<file path="src/rtl/cfp_pkg.sv">
package cfp_pkg;

    typedef enum logic [2:0] {
        OP_NONE = 3'd0,
        OP_CMP  = 3'd1,
        OP_CMN  = 3'd2,
        OP_TST  = 3'd3,
        OP_TEQ  = 3'd4
    } op_e;

    typedef enum logic [3:0] {
        CC_ZS = 4'b0000, CC_ZC = 4'b0001, CC_CS = 4'b0010, CC_CC = 4'b0011,
        CC_NS = 4'b0100, CC_NC = 4'b0101, CC_VS = 4'b0110, CC_VC = 4'b0111,
        CC_UH = 4'b1000, CC_ULS = 4'b1001, CC_SGE = 4'b1010, CC_SLT = 4'b1011,
        CC_SGT = 4'b1100, CC_SLE = 4'b1101, CC_ALL = 4'b1110, CC_NONE = 4'b1111
    } cond_e;

    typedef struct packed {
        logic n;
        logic z;
        logic c;
        logic v;
    } flags_t;

endpackage

</file>
<file path="src/rtl/cfp_flag_calc.sv">
module cfp_flag_calc
    import cfp_pkg::*;
#(
    parameter int DATA_W = 32
) (
    input  logic [2:0]        op_i,
    input  logic [DATA_W-1:0] opa_i,
    input  logic [DATA_W-1:0] opb_i,
    input  flags_t            cur_i,
    output flags_t            nxt_o,
    output logic              sets_o
);
    localparam int MSB = DATA_W - 1;

    logic              subtract;
    logic [DATA_W-1:0] b_eff;
    logic [DATA_W:0]   sum_ext;
    logic [DATA_W-1:0] sum;
    logic [DATA_W-1:0] and_r;
    logic              arith_v;

    // one shared adder serves both compare flavours
    always_comb begin
        subtract = (op_e'(op_i) == OP_CMP);
        b_eff    = subtract ? ~opb_i : opb_i;
        sum_ext  = {1'b0, opa_i} + {1'b0, b_eff} + {{DATA_W{1'b0}}, subtract};
        sum      = sum_ext[MSB:0];
        and_r    = opa_i & opb_i;
        arith_v  = (opa_i[MSB] == b_eff[MSB]) && (sum[MSB] != opa_i[MSB]);
    end

    always_comb begin
        nxt_o  = cur_i;
        sets_o = 1'b1;
        unique case (op_e'(op_i))
            OP_CMP, OP_CMN: begin
                nxt_o.n = sum[MSB];
                nxt_o.z = (sum == '0);
                nxt_o.c = sum_ext[DATA_W];
                nxt_o.v = arith_v;
            end
            OP_TST: begin
                nxt_o.n = and_r[MSB];
                nxt_o.z = (and_r == '0);
                nxt_o.c = 1'b0;
                nxt_o.v = 1'b0;
            end
            OP_TEQ: begin
                nxt_o.z = ((opa_i ^ opb_i) == '0);
            end
            default: begin
                sets_o = 1'b0;
            end
        endcase
    end

endmodule

</file>
<file path="src/rtl/cfp_cond_eval.sv">
module cfp_cond_eval
    import cfp_pkg::*;
(
    input  logic [3:0] cond_i,
    input  flags_t     flags_i,
    output logic       pass_o
);
    logic sign_ok;

    always_comb begin
        sign_ok = (flags_i.n == flags_i.v);
        unique case (cond_e'(cond_i))
            CC_ZS:   pass_o = flags_i.z;
            CC_ZC:   pass_o = !flags_i.z;
            CC_CS:   pass_o = flags_i.c;
            CC_CC:   pass_o = !flags_i.c;
            CC_NS:   pass_o = flags_i.n;
            CC_NC:   pass_o = !flags_i.n;
            CC_VS:   pass_o = flags_i.v;
            CC_VC:   pass_o = !flags_i.v;
            CC_UH:   pass_o = flags_i.c && !flags_i.z;
            CC_ULS:  pass_o = !flags_i.c || flags_i.z;
            CC_SGE:  pass_o = sign_ok;
            CC_SLT:  pass_o = !sign_ok;
            CC_SGT:  pass_o = !flags_i.z && sign_ok;
            CC_SLE:  pass_o = flags_i.z || !sign_ok;
            CC_ALL:  pass_o = 1'b1;
            default: pass_o = 1'b0;
        endcase
    end

endmodule

</file>
<file path="src/rtl/cond_flag_unit.sv">
module cond_flag_unit
    import cfp_pkg::*;
#(
    parameter int DATA_W = 32
) (
    input  logic              clk,
    input  logic              rst,
    input  logic              valid_i,
    input  logic [2:0]        op_i,
    input  logic [3:0]        cond_i,
    input  logic [DATA_W-1:0] opa_i,
    input  logic [DATA_W-1:0] opb_i,
    output logic [3:0]        flags_o,
    output logic              exec_o
);
    flags_t flags_q;
    flags_t flags_nxt;
    logic   sets_flags;
    logic   load;

    cfp_cond_eval u_eval (
        .cond_i  (cond_i),
        .flags_i (flags_q),
        .pass_o  (exec_o)
    );

    cfp_flag_calc #(.DATA_W(DATA_W)) u_calc (
        .op_i   (op_i),
        .opa_i  (opa_i),
        .opb_i  (opb_i),
        .cur_i  (flags_q),
        .nxt_o  (flags_nxt),
        .sets_o (sets_flags)
    );

    assign load = valid_i && exec_o && sets_flags;

    always_ff @(posedge clk) begin
        if (rst)       flags_q <= '0;
        else if (load) flags_q <= flags_nxt;
    end

    assign flags_o = flags_q;

    assert_reset_clear_R11: assert property (@(posedge clk)
        rst |=> (flags_o == 4'b0000));

    assert_idle_hold_R9: assert property (@(posedge clk) disable iff (rst)
        !valid_i |=> $stable(flags_o));

    assert_squash_hold_R9: assert property (@(posedge clk) disable iff (rst)
        (valid_i && !exec_o) |=> $stable(flags_o));

    assert_teq_keep_R4: assert property (@(posedge clk) disable iff (rst)
        (valid_i && exec_o && op_i == 3'd4) |=>
        (flags_o[3] == $past(flags_o[3]) && flags_o[1:0] == $past(flags_o[1:0])));

    assert_tst_clear_R3: assert property (@(posedge clk) disable iff (rst)
        (valid_i && exec_o && op_i == 3'd3) |=> (flags_o[1:0] == 2'b00));

    assert_always_R8: assert property (@(posedge clk) disable iff (rst)
        (cond_i == 4'b1110) |-> exec_o);

    assert_never_R8: assert property (@(posedge clk) disable iff (rst)
        (cond_i == 4'b1111) |-> !exec_o);

endmodule

</file>
<file path="config.mk">
export PLATFORM = sky130hd
export DESIGN_NAME = cond_flag_unit
export DESIGN_NICKNAME = d
export VERILOG_FILES = /design/src/rtl/cfp_pkg.sv /design/src/rtl/cfp_flag_calc.sv /design/src/rtl/cfp_cond_eval.sv /design/src/rtl/cond_flag_unit.sv
export SDC_FILE = /design/constraint.sdc
export NUM_CORES = 1
export LEC_CHECK = 0
export BUFFER_PORTS_ARGS = -buffer_cell sky130_fd_sc_hd__buf_4
export CAP_MARGIN = 20
export CORE_MARGIN = 4
export CORE_UTILIZATION = 45
export DETAILED_ROUTE_END_ITERATION = 7
export MAX_ROUTING_LAYER = met4
export PLACE_DENSITY = 0.69
export SKIP_LAST_GASP = 1
export SYNTH_ARGS = -nofsm -noshare
export SYNTH_HDL_FRONTEND = slang
export SYNTH_SLANG_ARGS = --single-unit
</file>
<file path="constraint.sdc">
create_clock -name clk -period 4.7 [get_ports clk]
set_input_delay 0.47 -clock clk [delete_from_list [all_inputs] [get_ports clk]]
set_output_delay 0.47 -clock clk [all_outputs]
set_load 0.05 [all_outputs]
</file>
==> summary by stage <==
Route
The first-pass iteration count of the detailed router is 4. In the final routed layout, each cell accounts on average for 16.0 microns. The vias after detailed routing is 3513. In the routed design, unresolved DRC markers number 0. Dividing the detail-routed via count by the number of cells gives 5.95. The residual antenna-violating net count after detailed routing is 0. The DRC violation total after the first TritonRoute iteration is 192. Wires add up to 9460 microns.

Global route
The first-pass GRT wire length is 15300 microns. The via count of the first global-routing pass is 3329. Summed over all layers, the global routing overflow is 0. The pin count of the biggest net entering global routing is 19.

The overall track demand over capacity in global routing is 0.217. The number of antenna violations at the first check in global routing is 0.

Yosys
The async set-or-reset flop fraction in the synthesized netlist is 0. The post-synthesis average cell area is 7.62 sq um. The largest family of logic cells by synthesized area is adder cells. The number of nets handed over by synthesis was 568.

The count of unique library cells instantiated by Yosys is 60. Of the total synthesized cell area, the portion taken by XOR and XNOR cells is 0.134. The mux contribution to synthesized area is 0.0253.

In this run, synthesis produced a sequential element count of 4. The compound-gate portion of the synthesized area came to 0.281. The number of flops mapped to enable cells by yosys is 0.

The count of yosys warnings during synthesis is 0. The fraction of post-synthesis cell area in the top cell type by area is 0.281. The largest area contributor in the synthesized netlist is ha_1. Of the synthesized area, sequential elements account for 0.0250.

The post-synthesis instance total is 421. Of the total synthesized cell area, the portion taken by full adders, half adders and majority gates is 0.287. By area the synthesized netlist is led by ha_1 28%, xnor2_1 11%, a21oi_1 5.6%, nand2_1 4.0%, nor4_1 3.7%. The synthesized netlist occupies a cell area of 3210 sq um. For this run, the leading register cell type out of synthesis is dfxtp_1. Of the total synthesized cell area, the portion taken by AND, OR, NAND and NOR gates is 0.217.

Clock tree
The worst-skew pair later-pin latency is 0.21 ns. In this run, post-CTS hold repair placed 0 buffers. The number of levels the H-tree was split into is 1. The clock-pin transition on the worst setup and hold timing paths is 0.03 ns.

Buffers inserted during clock tree synthesis total 3. The CTS tree is yes. The number of clock sinks is 4. The number of resized instances in the post-cts repair step is 0. The longest clock path from root to sink contains 2 buffers. In this run the post-CTS setup repair buffer count came out at 0.

The clock root buffer is clkbuf_8.

Worst setup path
Together, buffers and inverters on the worst path number 3. Of all nets on the critical path, the largest fanout is 18. The worst path required time is 4.83 ns. Walking the worst path, the cells encountered are buf_4 > or3b_2 > buf_4 > buf_4 > xnor2_1 > ha_1 > a2111oi_0 > o21ai_0 > o22ai_1 > o211ai_2 > a2111oi_2 > o31ai_4 > xor2_1 > mux2i_1 > a211oi_1. STA classifies the critical path startpoint as an input pin. The category of the most critical setup path is input pin to register. Counting stages on the worst path, the most repeated cell is buf_4. At the worst endpoint, the arrival time is 4.46 ns. Among cell families on the critical path, the largest total delay comes from compound AO/OA/AOI/OAI gates.

The slowest stage of the critical path is the or3b_2 cell. STA classifies the critical path endpoint as a register. On the worst path, the slowest cell contributes a delay of 0.76 ns.

Min path
The type of the most critical hold path is input pin to register.

Floorplan
The row count is 30. The floorplan step defined a core boundary enclosing 6870 sq um. The floorplan die width is 92.5 microns. The number of primary I/O pins is 79. The die covers 8550 sq um.

The die outline height is 92.5 microns. The effective utilization at floorplan is 0.467.

Power and ir drop
The switching portion of total power is 0.499. The proportion of power drawn by flip-flops and latches is 0.060. The leakage power is 1.75 nW. The internal portion of the total power is 329 uW. Across the VDD grid, the largest voltage drop is 62.5 uV. The post-route total power is 657 uW.

For this design the total switching power over the nets is 328 uW. The clock group share of total power is 0.110. Of the total power, combinational logic draws 0.829.

Power spread over the standard cell area amounts to 167 nW/um^2.

Timing
Across all hold checks on the routed design, the worst slack comes to 0.460 ns. Subtracting the final worst setup slack from the clock period gives 4.32 ns. Derived from the worst setup path, the maximum achievable clock frequency is 231 MHz. Setup violations remaining at the end of the flow were counted as 0. The number of hold violations in the final report was 0. The worst clock skew on the final layout is 0.000773 ns. Setup total negative slack on the finished layout was measured at 0 ns. The number of max-slew violations in the final report came to 0.

The normalized max-slew margin is 0.552. Dividing the final minimum period by the clock period gives 0.920. For the pin with the worst max-slew slack, the measured transition is 0.671 ns. Setup repair after global routing left no endpoint under its margin.

Placement
The final weighted congestion in routability-driven placement is 1.01. Including well taps, the total number of placed cells is 587. In this run the tool buffered the top-level ports with 78 buffer cells.

The HPWL reported at the end of detailed placement is 8220 microns.

Finish
The finished layout holds 590 standard cells, fillers aside. Measured on the finished design, the core utilization comes to 0.574. The share of final-layout standard cells stronger than drive strength 1 is 0.196. The library cell used most frequently in the layout, excluding fill and tap cells, is buf_4. Registers take 80.1 sq um.

In the layout the commonest cells are 82 x buf_4, 72 x ha_1, 42 x xnor2_1. The multi-input gate area in the final layout is 3030 sq um. Fill cells in the final layout number 685. The number of antenna diodes in the final layout is 0.

The number of flip-flops under the largest register name is 4. The number of nets in the layout is 643. From synthesis to final layout, the design area changed by 22.8%.

Outcome
The run finished with clean final reports.

Flow run
Max-cap violations in this run came to 0.
## layout make-up
class                   instances  share of cell area
repair buffers                 82               0.156
flip-flops and latches          4              0.0203
multi-input cells             391               0.769
clock buffers                   3              0.0105
inverters                      14              0.0133
well taps                      96              0.0305
## power by group through the flow
stage	clock, mW	sequential [mW]	combinational [mW]
6_report	0.0725	0.0396	0.545
5_1_grt	0.0784	0.0400	0.602
4_1_cts	0.0731	0.0395	0.541
3_5_place_dp	0	0.0400	0.537
3_3_place_gp	0	0.0399	0.533
2_1_floorplan	0	0.0449	0.364
## kinds of logic after synthesis
group,Yosys count
fa+ha+maj,73
simple gates,132
mux,8
flops,4
buf+inv,26
compound gates,129
xor+xnor,49
## synthesized netlist by cell type, types with 2 or more instances
cell type,n
a211oi_1,10
o211ai_1,5
o2111ai_1,3
or3_1,4
nand3b_1,2
nor4_1,19
and2_1,6
nand2_1,34
a2111oi_0,4
xnor2_1,42
and3b_1,2
o21bai_1,6
a21oi_1,36
o31ai_1,2
nand3_1,8
nor2b_1,3
ha_1,72
a31oi_1,3
a41o_1,2
o22ai_1,2
o311a_1,2
xor2_1,7
or2_2,3
buf_1,3
a2111oi_2,2
inv_1,14
o21ai_1,2
nor3_1,6
nand4b_1,2
a21o_1,7
clkbuf_1,8
a21boi_0,4
nand4_1,16
o21ai_0,23
or3b_2,2
mux2i_1,7
or4_1,2
nor2_1,20
dfxtp_1,4
a32oi_1,2
## routing by layer
| metal | wire, microns | GRT usage | part of all wire | up-vias |
|---|---|---|---|---|
| met2 | 4400 | 0.369 | 0.46 | 102 |
| met1 | 4460 | 0.286 | 0.47 | 1624 |
| met3 | 415 | 0.0106 | 0.044 | 14 |
| met5 | 0 | - | 0 | - |
| li1 | - | - | - | 1773 |
| met4 | 191 | 0.0470 | 0.020 | 0 |
## worst paths after layout
path              start    endpoint  slack, ns  depth (start not counted)
max             op_i[1]  flags_o[3]       0.38                         15
min                 rst  flags_o[1]       0.46                          2
max reg2reg  flags_o[3]  flags_o[2]       2.16                          9
min reg2reg  flags_o[1]  flags_o[1]       0.57                          2
## metrics by stage
stage,area (sq um),worst slack (ns)
detailed placement,3900,0.237
finish,3940,0.376
floorplan,3210,0.781
CTS,3940,0.425
global route,3940,0.0514
global placement,3900,0.245
(Power assumes the default switching activity.)
